## config.mk

```make
export PLATFORM = sky130hd
export DESIGN_NAME = prot_supervisor
export DESIGN_NICKNAME = d
export VERILOG_FILES = /design/src/rtl/prot_sup_pkg.sv /design/src/rtl/prot_tick_timer.sv /design/src/rtl/prot_gate_map.sv /design/src/rtl/prot_supervisor.sv
export SDC_FILE = /design/constraint.sdc
export NUM_CORES = 1
export LEC_CHECK = 0
export BUFFER_PORTS_ARGS = -buffer_cell sky130_fd_sc_hd__clkbuf_2
export CAP_MARGIN = 20
export CORE_ASPECT_RATIO = 1.5
export CORE_MARGIN = 1.5
export CORE_UTILIZATION = 60
export DETAILED_ROUTE_END_ITERATION = 6
export HOLD_SLACK_MARGIN = 0.1
export PLACE_DENSITY_LB_ADDON = 0.3
export SLEW_MARGIN = 20
export SYNTH_ARGS = -nofsm -noshare
export SYNTH_HDL_FRONTEND = slang
export SYNTH_SLANG_ARGS = --single-unit
```

## constraint.sdc

```tcl
create_clock -name clk -period 2.97 [get_ports clk]
set_input_delay 0.594 -clock clk [delete_from_list [all_inputs] [get_ports clk]]
set_output_delay 0.594 -clock clk [all_outputs]
set_load 0.005 [all_outputs]
```

## src/rtl/prot_sup_pkg.sv

```systemverilog
package prot_sup_pkg;

  typedef struct packed {
    logic init_hold;
    logic uv;
    logic thermal;
    logic clk_loss;
    logic stall;
  } fault_t;

  // {all gates off, low side off}
  function automatic logic [1:0] gate_cmd(input fault_t f);
    logic all_off;
    logic low_off;
    all_off = f.init_hold | f.uv;
    low_off = all_off | f.thermal | f.clk_loss | f.stall;
    return {all_off, low_off};
  endfunction

endpackage

```

## src/rtl/prot_tick_timer.sv

```systemverilog
module prot_tick_timer #(
  parameter int unsigned LIMIT = 16
) (
  input  logic clk,
  input  logic rst_n,
  input  logic clear,
  input  logic run,
  input  logic tick,
  output logic done,
  output logic hit
);
  localparam int unsigned CW = (LIMIT > 1) ? $clog2(LIMIT) : 1;
  localparam logic [CW-1:0] LAST = CW'(LIMIT - 1);

  logic [CW-1:0] cnt;
  logic          step;

  assign step = run && tick && !done;
  assign hit  = !clear && step && (cnt == LAST);

  always_ff @(posedge clk or negedge rst_n) begin
    if (!rst_n) begin
      cnt  <= '0;
      done <= 1'b0;
    end else if (clear) begin
      cnt  <= '0;
      done <= 1'b0;
    end else if (step) begin
      if (cnt == LAST) done <= 1'b1;
      else             cnt  <= cnt + 1'b1;
    end
  end
endmodule

```

## src/rtl/prot_gate_map.sv

```systemverilog
module prot_gate_map
  import prot_sup_pkg::*;
(
  input  fault_t flt,
  output logic   low_off,
  output logic   all_off
);
  logic [1:0] cmd;
  assign cmd     = gate_cmd(flt);
  assign all_off = cmd[1];
  assign low_off = cmd[0];
endmodule

```

## src/rtl/prot_supervisor.sv

```systemverilog
module prot_supervisor
  import prot_sup_pkg::*;
#(
  parameter int unsigned STALL_TICKS = 3400,
  parameter int unsigned LOSS_DIV    = 34,
  parameter int unsigned CLEAR_TICKS = 1000,
  parameter int unsigned INIT_TICKS  = 64
) (
  input  logic clk,
  input  logic rst_n,
  input  logic tick,
  input  logic lock_ok,
  input  logic cmd_edge,
  input  logic start_req,
  input  logic brake_req,
  input  logic thermal_flt,
  input  logic uv_flt,
  output logic low_side_off,
  output logic all_gates_off,
  output logic stall_fault,
  output logic clk_loss,
  output logic init_busy
);
  localparam int unsigned LOSS_TICKS = (STALL_TICKS / LOSS_DIV > 0) ? STALL_TICKS / LOSS_DIV : 1;

  logic init_done, init_hit;
  logic drive_req, drive;
  logic loss_hit;
  logic inhibit;
  logic stall_clear, stall_hit;
  logic idle_done, idle_hit;
  logic clr_pulse;
  logic unused_hits;
  fault_t flt;

  // Power-on hold
  prot_tick_timer #(.LIMIT(INIT_TICKS)) u_init (
    .clk(clk), .rst_n(rst_n), .clear(1'b0), .run(1'b1), .tick(tick),
    .done(init_done), .hit(init_hit)
  );
  assign init_busy = !init_done;

  assign drive_req = start_req && !brake_req;
  assign drive     = drive_req && init_done;

  // Command clock watchdog
  prot_tick_timer #(.LIMIT(LOSS_TICKS)) u_loss (
    .clk(clk), .rst_n(rst_n), .clear(cmd_edge || !drive), .run(1'b1), .tick(tick),
    .done(clk_loss), .hit(loss_hit)
  );

  // Idle-duration detector for fault release
  prot_tick_timer #(.LIMIT(CLEAR_TICKS)) u_idle (
    .clk(clk), .rst_n(rst_n), .clear(drive_req), .run(1'b1), .tick(tick),
    .done(idle_done), .hit(idle_hit)
  );
  assign clr_pulse = drive_req && idle_done;

  // Stall timer: sticky once expired, released only by clr_pulse
  assign inhibit     = clk_loss || loss_hit || thermal_flt || uv_flt;
  assign stall_clear = clr_pulse || (!stall_fault && (lock_ok || !drive));

  prot_tick_timer #(.LIMIT(STALL_TICKS)) u_stall (
    .clk(clk), .rst_n(rst_n), .clear(stall_clear), .run(!inhibit), .tick(tick),
    .done(stall_fault), .hit(stall_hit)
  );

  assign unused_hits = init_hit ^ stall_hit ^ idle_hit;

  assign flt.init_hold = init_busy;
  assign flt.uv        = uv_flt;
  assign flt.thermal   = thermal_flt;
  assign flt.clk_loss  = clk_loss;
  assign flt.stall     = stall_fault;

  prot_gate_map u_map (
    .flt(flt), .low_off(low_side_off), .all_off(all_gates_off)
  );
endmodule

```

==> reports/metrics.cfg, run 1 <==
[setup_path]
critical-path-top-delay-family=simple AND/OR/NAND/NOR gates
endpoint_kind=flip-flop
crit_fanout=20
path_buf_inv=1
max_stage_delay_ns=0.66
path_cells=ha_1 -> and2_1 -> nand4_1 -> o21ai_1 -> buf_4 -> or4_2 -> a21oi_1
crit_slowest_cell=or4_2
cp-start-kind=flip-flop
cp_data_required_time_ns=3.18
crit_type=flip-flop to flip-flop
worst_ep_arrival_time_ns=2.37

[floorplan]
io_pins=14
chipWidth_um=51.2
dieArea_um2=3860
die_h_um=75.3
start_util=0.618
core_area_um2=3380
std_cell_rows=26

[clock_network]
h-tree-depth=2
cts_tree=built
root_buffer=clkbuf_8
cts_made_buffers=5
path_clk_slew_ns=0.08
clockBufferDepth=2
insertion_delay_ns=0.30
cts_hold_buffers=0
cts_resized=0
post_cts_buffers=0
cts.sinks=39

[logic_synthesis]
synth_fp_nets=223
ys_types=47
synth-seq-area-share=0.467
async_reset_ff_frac=1.00
syn_area_per_cell_um2=9.96
yosys_register_bits=39
ys.warnings.count=0
dominantRegCellSynth=dfrtp_1
syn_area_um2=2090
netlist_instances=210
synth_edf_count=0

[timing]
period_share=0.725
hold_viol_final=0
setup_viol=0
setup-tns-final_ns=0
finalMaxSlewViolations=0
fmax_ghz=0.464
fin_worst_skew_ns=0.0106
rsz0062_at_grt=false
fin_hold_ws_ns=0.404
period_minus_slack_ns=2.15
relSlewSlack=0.395
worstMarginPinSlew_ns=0.895

[cells_and_area]
n_antenna_cell=0
layout-drive-gt1-share=0.157
fin_nets=241
area_delta_synth_final_pct=11.6

[route]
drcViolationCount=0
first_pass_iters=4
post_drt_via_cell_ratio=6.12
ant_nets=0
vias=1659
wl_per_cell_um=15.6
routed_wl_mm=4.23
drt_iter0_markers=44

[global_routing]
overflow=0
grt_max_degree=40
grt_pass1_vias=1591
grtUsageTotal=0.244
grt_pass1_wl_mm=7.02
antenna_found_initial=0

[run]
max_cap_viol_count=0

[power_and_ir_drop]
power.static_leakage_nw=1.00
peakVddDrop_uv=503
p_per_area_nw_per_um2=508

[place]
gp_congestion=0.823
portBuffers=13
hpwlAfterDp_mm=2.96

[outcome]
status=finished, final reports clean

[hold_path]
hold_class=input port to async pin

-- cells in the mapped netlist (all sizes together), types with 4 or more instances --
cell | number | area, µm²
nand2 | 13 | 48.8
o41ai | 4 | 35.0
inv | 9 | 33.8
a21oi | 8 | 40.0
nand4 | 5 | 31.3
or4 | 6 | 48.8
o31ai | 8 | 60.1
dfrtp | 39 | 976
ha | 4 | 50.1
nor3 | 5 | 25.0
xor2 | 7 | 61.3
nor2 | 26 | 105
o21ai | 10 | 53.8
xnor2 | 12 | 105
and3 | 4 | 25.0
nor4 | 4 | 25.0
nand3 | 7 | 35.0
-- area by class of cell --
type | count | area (µm²)
tap | 42 | 52.6
clock inverter | 2 | 60.1
sequential | 39 | 976
fill | 253 | 1050
inverter | 9 | 33.8
multi-input combinational | 156 | 1040
clock buffer | 6 | 72.6
timing repair buffer | 17 | 95.1
-- final timing paths --
kind | from | endpoint | slack (ns) | cells after the start
max reg2reg | u_stall.cnt[0] | u_stall.cnt[4] | 0.82 | 7
max | u_stall.cnt[0] | u_stall.cnt[4] | 0.82 | 7
min in group clk | u_init.cnt[2] | u_init.cnt[2] | 0.50 | 1
min reg2reg | u_init.cnt[2] | u_init.cnt[2] | 0.50 | 1
max in group asynchronous | rst_n | u_stall.cnt[8] | 2.02 | 1
min | rst_n | u_idle.cnt[0] | 0.40 | 1
-- state kept, by name, indices dropped and copies added (netlist names) --
signal and count:
u_stall.done 1, u_init.done 1, u_idle.done 1, u_loss.done 1, u_loss.cnt 7, u_stall.cnt 12
u_idle.cnt 10, u_init.cnt 6
-- cell usage in the layout, fill, tap and decap left out, types with 4 or more instances in the layout --
cell type | netlist | final
o31ai_1 | 8 | 8
inv_1 | 9 | 9
nor3_1 | 5 | 5
clkbuf_8 | 0 | 5
nand3_1 | 7 | 7
xor2_1 | 7 | 7
a21oi_1 | 8 | 8
o21ai_0 | 8 | 8
and3_1 | 4 | 4
nand2_1 | 13 | 13
buf_4 | 0 | 4
nor2_1 | 25 | 25
xnor2_1 | 12 | 12
nand4_1 | 5 | 5
dfrtp_1 | 39 | 39
ha_1 | 4 | 4
clkbuf_2 | 0 | 12
nor4_1 | 4 | 4
o41ai_1 | 4 | 4
-- metrics by stage --
stage	cells	setup WS (ns)	total power, mW	instance area [µm²]	utilization
after global placement	263	0.769	0.662	2200	0.650
after CTS	271	0.811	1.19	2330	0.689
after detailed placement	263	0.695	0.671	2200	0.650
final	271	0.815	1.19	2330	0.689
after global routing	271	0.674	1.23	2330	0.689
after floorplan	210	0.971	0.633	2090	-
-- cell families after synthesis --
group                    count (synthesis)  synth area share
AO/OA/AOI/OAI                           39             0.131
XOR/XNOR                                19            0.0796
adder cells (fa/ha/maj)                  4            0.0239
buffers and inverters                   15            0.0347
flip-flops                              39             0.467
multiplexers                             4            0.0197
AND/OR/NAND/NOR                         90             0.244
-- worst reg2reg max path, delay by kind of cell (launching register included) --
family | cells | cell delay [ns]
DFF | 1 | 0.41
and+or+nand+nor | 3 | 1.00
buffers and inverters | 1 | 0.20
AOI/OAI and AO/OA | 2 | 0.25
adders and majority gates | 1 | 0.22
-- power by group --
| part | switching, mW | leakage (nW) | internal [mW] |
|---|---|---|---|
| logic | 0.0543 | 0.402 | 0.0371 |
| clock network | 0.189 | 0.0654 | 0.336 |
| registers | 0.0197 | 0.533 | 0.550 |
| total | 0.263 | 1.00 | 0.923 |
-- per-layer routing --
metal,track usage,share of wire,up-vias
met2,0.442,0.52,35
li1,-,-,799
met1,0.282,0.44,818
met5,0,0,-
met4,0.0931,0.017,0
met3,0.0529,0.026,7
Note: power is estimated with default switching activity, not from simulation.
==> run 2, diff against run 1 <==
Settings changed: CORE_UTILIZATION 60 to 54.
Clock period 2.97 ns to 1.8 ns, I/O delays scaled along.
==> run 2 against run 1 <==
The flow now finishes with violations (negative setup slack). Register-to-register slack got worse by 0.99 ns. Routed wire length rose by 48%. Cell count is 22% higher. Worst hold slack gained 0.096 ns. Clock power up 67%. Combinational power up 130%. Sequential cell count did not move. Via count is 24% higher. Fmax rose by 9.1%. Sequential share of layout area down 9.3 points. Critical path depth is 1 lower. Non-clock buffer count grew 58.
==> reports/metrics.cfg, run 2 (synthesis results as in run 1) <==
[outcome]
status=complete, but fails checks
violations=negative setup slack

[setup_path]
endpoint_kind=flip-flop
crit_fanout=3
critical-path-top-delay-family=simple AND/OR/NAND/NOR gates
path_buf_inv=1
path_cells=or4b_4 -> o31a_4 -> buf_6 -> o21ai_4 -> mux2i_1 -> nor3_2
crit_type=flip-flop to flip-flop
crit_slowest_cell=or4b_4
max_stage_delay_ns=0.59
cp-start-kind=flip-flop
cp_data_required_time_ns=2.01
worst_ep_arrival_time_ns=2.19

[power_and_ir_drop]
power.static_leakage_nw=1.36
p_per_area_nw_per_um2=673
peakVddDrop_uv=909

[timing]
period_minus_slack_ns=1.97
fmax_ghz=0.507
setup_viol=20
relSlewSlack=0.687
finalMaxSlewViolations=0
fin_worst_skew_ns=0.0118
period_share=1.10
rsz0062_at_grt=true
layout_setup_ws_ns=-0.174
hold_viol_final=0
worstMarginPinSlew_ns=0.469

[route]
first_pass_iters=4
routed_wl_mm=6.26
drcViolationCount=0
wl_per_cell_um=19.0
drt_iter0_markers=79
ant_nets=0
post_drt_via_cell_ratio=6.24
vias=2059

[cells_and_area]
regMostFlops=u_stall.cnt
fin_nets=299
stdcell_count=330
layout-drive-gt1-share=0.415
largest_registers=u_stall.cnt x12, u_idle.cnt x10, u_loss.cnt x7
largest_reg_flops=12
final_cell_mix=buf_4 (51), dfrtp_1 (38), nor2_1 (25)
n_antenna_cell=0
layout_commonest_cell=buf_4
nFillCells=200
area_delta_synth_final_pct=43.7
utilization=0.816

[global_routing]
antenna_found_initial=0
grt_pass1_wl_mm=8.88
grtUsageTotal=0.284
grt_pass1_vias=2064
overflow=0
grt_max_degree=24

[place]
hpwlAfterDp_mm=3.41
gp_congestion=0.910
dpl.cell_count=297
portBuffers=13

[clock_network]
insertion_delay_ns=0.30
clockBufferDepth=2
cts_tree=built
h-tree-depth=2
root_buffer=clkbuf_8
cts.sinks=39
path_clk_slew_ns=0.08
cts_made_buffers=5

[hold_path]
hold_class=input port to flip-flop

[floorplan]
start_util=0.568
std_cell_rows=27
die_h_um=79.2
dieArea_um2=4260
chipWidth_um=53.8
core_area_um2=3680
io_pins=14

[run]
max_cap_viol_count=0

## run 2: cell types whose count changed in the layout (fill, tap and decap cells not counted), moves of 3 or more
| cell | change |
|---|---|
| buf_4 | +47 |
| buf_6 | +7 |
| a21oi_1 | -5 |
| a21oi_2 | +5 |
| or4_4 | +5 |
| o21ai_0 | -4 |
| buf_12 | +3 |
| or4_2 | -3 |
## run 2: through the flow
step           hold WS (ns)  area (µm²)  setup TNS (ns)  worst slack (ns)  power (mW)
3_5_place_dp          0.325        2490           -1.19            -0.130        1.13
2_1_floorplan        0.0644        2110          -0.469           -0.0796        1.05
4_1_cts               0.481        2880          -0.746            -0.107        2.00
5_1_grt               0.514        3000           -2.69            -0.213        2.08
6_report              0.500        3000           -2.05            -0.174        2.02
3_3_place_gp          0.326        2490          -0.731           -0.0891        1.12
## run 2: tightest hold or removal path, cell delays in order
cell	delay, ns
clkbuf_2	0.10
buf_4	0.15
a21oi_1	0.08
nor2_1	0.08
## run 2: what timing repair did
action | CTS | global route
hold buffers | 1 | 0
pin swaps | 22 | 17
hold endpoints to repair | 16 | 0
resized for setup | 25 | 16
buffers inserted | 19 | 4
cloned | 1 | 0
setup endpoints to repair | 15 | 19
## run 2: power breakdown
| part | internal, mW | total (mW) | switching, mW |
|---|---|---|---|
| logic | 0.0920 | 0.206 | 0.114 |
| registers | 0.907 | 0.940 | 0.0332 |
| clock network | 0.554 | 0.877 | 0.323 |
## run 2: path summary, 6_finish.rpt
path                                from              to  slack, ns  depth (start not counted)
min reg2reg                u_init.cnt[3]   u_init.cnt[3]       0.51                          1
min in group asynchronous          rst_n   u_idle.cnt[6]       0.53                          2
max in group asynchronous          rst_n   u_init.cnt[1]       0.77                          3
min                                 tick     u_idle.done       0.50                          4
max                        u_loss.cnt[3]  u_stall.cnt[2]      -0.17                          6
max reg2reg                u_loss.cnt[3]  u_stall.cnt[2]      -0.17                          6
## run 2: final cells by class
cell class | instances | area (µm²) | area share
clock buffers | 6 | 72.6 | 0.0242
flip-flops and latches | 39 | 977 | 0.325
multi-input cells | 156 | 1210 | 0.403
repair buffers | 75 | 597 | 0.199
well taps | 43 | 53.8 | 0.0179
clock inverters | 2 | 60.1 | 0.0200
inverters | 9 | 33.8 | 0.0112
## run 2: metal layers
layer,up-vias,track usage,part of all wire
met1,1024,0.296,0.36
li1,913,-,-
met3,30,0.0602,0.042
met2,92,0.509,0.54
met5,-,0,0
met4,0,0.138,0.050
==> run 3, diff against run 2 <==
Settings changed: CORE_MARGIN 1.5 to 4, HOLD_SLACK_MARGIN 0.1 to 0.05.
==> run 3 against run 2 <==
The flow still finishes with violations (negative setup slack). Count of clock-buffer cells in the layout increased by 1. Setup slack improved by 0.083 ns. Sequential share of layout area grew 1.5 points. Critical path depth unchanged. Total power decreased by 15%. Die area grew 16%. Clock skew down 0.0050 ns. Non-clock buffer count fell by 8. Combinational power decreased by 10%. Worst hold slack got worse by 0.38 ns. Largest cell class unchanged. Highest routed layer unchanged.
==> reports/metrics.cfg, run 3 (synthesis results as in run 1) <==
[floorplan]
die_h_um=84.2
core_area_um2=3720
start_util=0.563
std_cell_rows=27
io_pins=14
dieArea_um2=4950
chipWidth_um=58.8

[cells_and_area]
layout-drive-gt1-share=0.391
layout_commonest_cell=buf_4
n_antenna_cell=0
final_cell_mix=buf_4 (47), dfrtp_1 (38), nor2_1 (25)
area_delta_synth_final_pct=37.2
regMostFlops=u_stall.cnt
largest_reg_flops=12
fin_nets=291
nFillCells=232
largest_registers=u_stall.cnt x12, u_idle.cnt x10, u_loss.cnt x7

[route]
drcViolationCount=0
post_drt_via_cell_ratio=6.05
vias=1947
routed_wl_mm=5.50
wl_per_cell_um=17.1
drt_iter0_markers=127
first_pass_iters=4
ant_nets=0

[global_routing]
grtUsageTotal=0.216
grt_max_degree=40
overflow=0
antenna_found_initial=0
grt_pass1_wl_mm=8.38
grt_pass1_vias=1925

[timing]
fin_hold_ws_ns=0.122
fin_worst_skew_ns=0.00677
relSlewSlack=0.673
rsz0062_at_grt=true
fmax_ghz=0.529
setup_viol=13
layout_setup_ws_ns=-0.0911
worstMarginPinSlew_ns=0.490
hold_viol_final=0
finalMaxSlewViolations=0
period_share=1.05
period_minus_slack_ns=1.89

[clock_network]
cts_made_buffers=5
h-tree-depth=2
insertion_delay_ns=0.28
clockBufferDepth=2
root_buffer=clkbuf_8
path_clk_slew_ns=0.08
cts_tree=built
cts_hold_buffers=0
cts.sinks=39

[place]
portBuffers=13
hpwlAfterDp_mm=3.39
gp_congestion=0.824
pre_cts_slack_ns=-0.161

[setup_path]
endpoint_kind=flip-flop
cp_data_required_time_ns=1.96
crit_type=flip-flop to flip-flop
cp-start-kind=flip-flop
worst_ep_arrival_time_ns=2.05
path_cells=or4b_4 -> o31a_4 -> nor2_4 -> buf_6 -> or2_4 -> o41ai_1
crit_slowest_cell=or4b_4
crit_fanout=5
max_stage_delay_ns=0.55

[power_and_ir_drop]
p_sw_mw=0.422
peakVddDrop_uv=527
p_comb_frac=0.107
power.static_leakage_nw=1.28
p_seq_frac=0.545
p_sw_frac=0.245
intPower_mw=1.30
pwr-share-clk=0.348
p_per_area_nw_per_um2=600

[run]
max_cap_viol_count=0

[hold_path]
hold_class=input port to async pin

[outcome]
violations=negative setup slack
status=complete, but fails checks

==> run 3: path summary, 6_finish.rpt <==
kind	startpoint	to	slack (ns)	cells past startpoint
setup / recovery	u_loss.cnt[2]	u_stall.cnt[8]	-0.09	6
hold / removal	rst_n	u_idle.cnt[5]	0.12	2
setup reg to reg	u_loss.cnt[2]	u_stall.cnt[8]	-0.09	6
hold reg to reg	u_init.cnt[3]	u_init.cnt[3]	0.54	1
max in group asynchronous	rst_n	u_loss.done	1.32	2
min in group clk	tick	u_idle.done	0.48	4
==> run 3: area by class of cell <==
| cell class | instances | area, µm² | share of cell area |
|---|---|---|---|
| multi-input combinational | 156 | 1190 | 0.416 |
| sequential | 39 | 977 | 0.341 |
| timing repair buffer | 67 | 519 | 0.181 |
| clock buffer | 7 | 86.3 | 0.0301 |
| tap | 43 | 53.8 | 0.0188 |
| inverter | 9 | 33.8 | 0.0118 |
| clock inverter | 1 | 5.00 | 0.00175 |
==> run 3: layer usage <==
| metal | up-vias | track usage | part of all wire | wire [µm] |
|---|---|---|---|---|
| li1 | 899 | - | - | - |
| met4 | 0 | 0.0948 | 0.030 | 163 |
| met5 | - | 0 | 0 | 0 |
| met1 | 976 | 0.230 | 0.38 | 2100 |
| met2 | 54 | 0.397 | 0.55 | 3050 |
| met3 | 18 | 0.0369 | 0.034 | 189 |
==> run 3: worst max-delay path, delay by kind of cell, from the launching register on <==
kind                   cells  cell delay (ns)
AOI/OAI and AO/OA          2             0.41
buffers and inverters      1             0.13
DFF                        1             0.38
and+or+nand+nor            3             0.86
==> run 3: repair_timing <==
| item | CTS | global route |
|---|---|---|
| pin swaps | 18 | 13 |
| buffers inserted | 9 | 8 |
| cloned | 0 | 1 |
| endpoints found under the setup margin | 16 | 18 |
| resized for setup | 14 | 20 |
==> run 3: power groups by stage <==
stage / registers [mW] / clock network [mW] / logic, mW
after floorplan: 0.949 / 0 / 0.0958
after global placement: 0.954 / 0 / 0.160
after detailed placement: 0.956 / 0 / 0.168
after CTS: 0.938 / 0.614 / 0.175
after global routing: 0.945 / 0.657 / 0.212
final: 0.938 / 0.598 / 0.185
==> run 3: metrics by stage <==
step           TNS [ns]  cells  cell area [µm²]  utilization  power, mW
3_5_place_dp      -1.09    297             2480        0.667       1.12
2_1_floorplan    -0.469    210             2110            -       1.05
6_report         -0.596    322             2870        0.772       1.72
3_3_place_gp     -0.812    297             2480        0.667       1.11
5_1_grt           -1.58    322             2870        0.772       1.81
4_1_cts          -0.346    314             2700        0.725       1.73
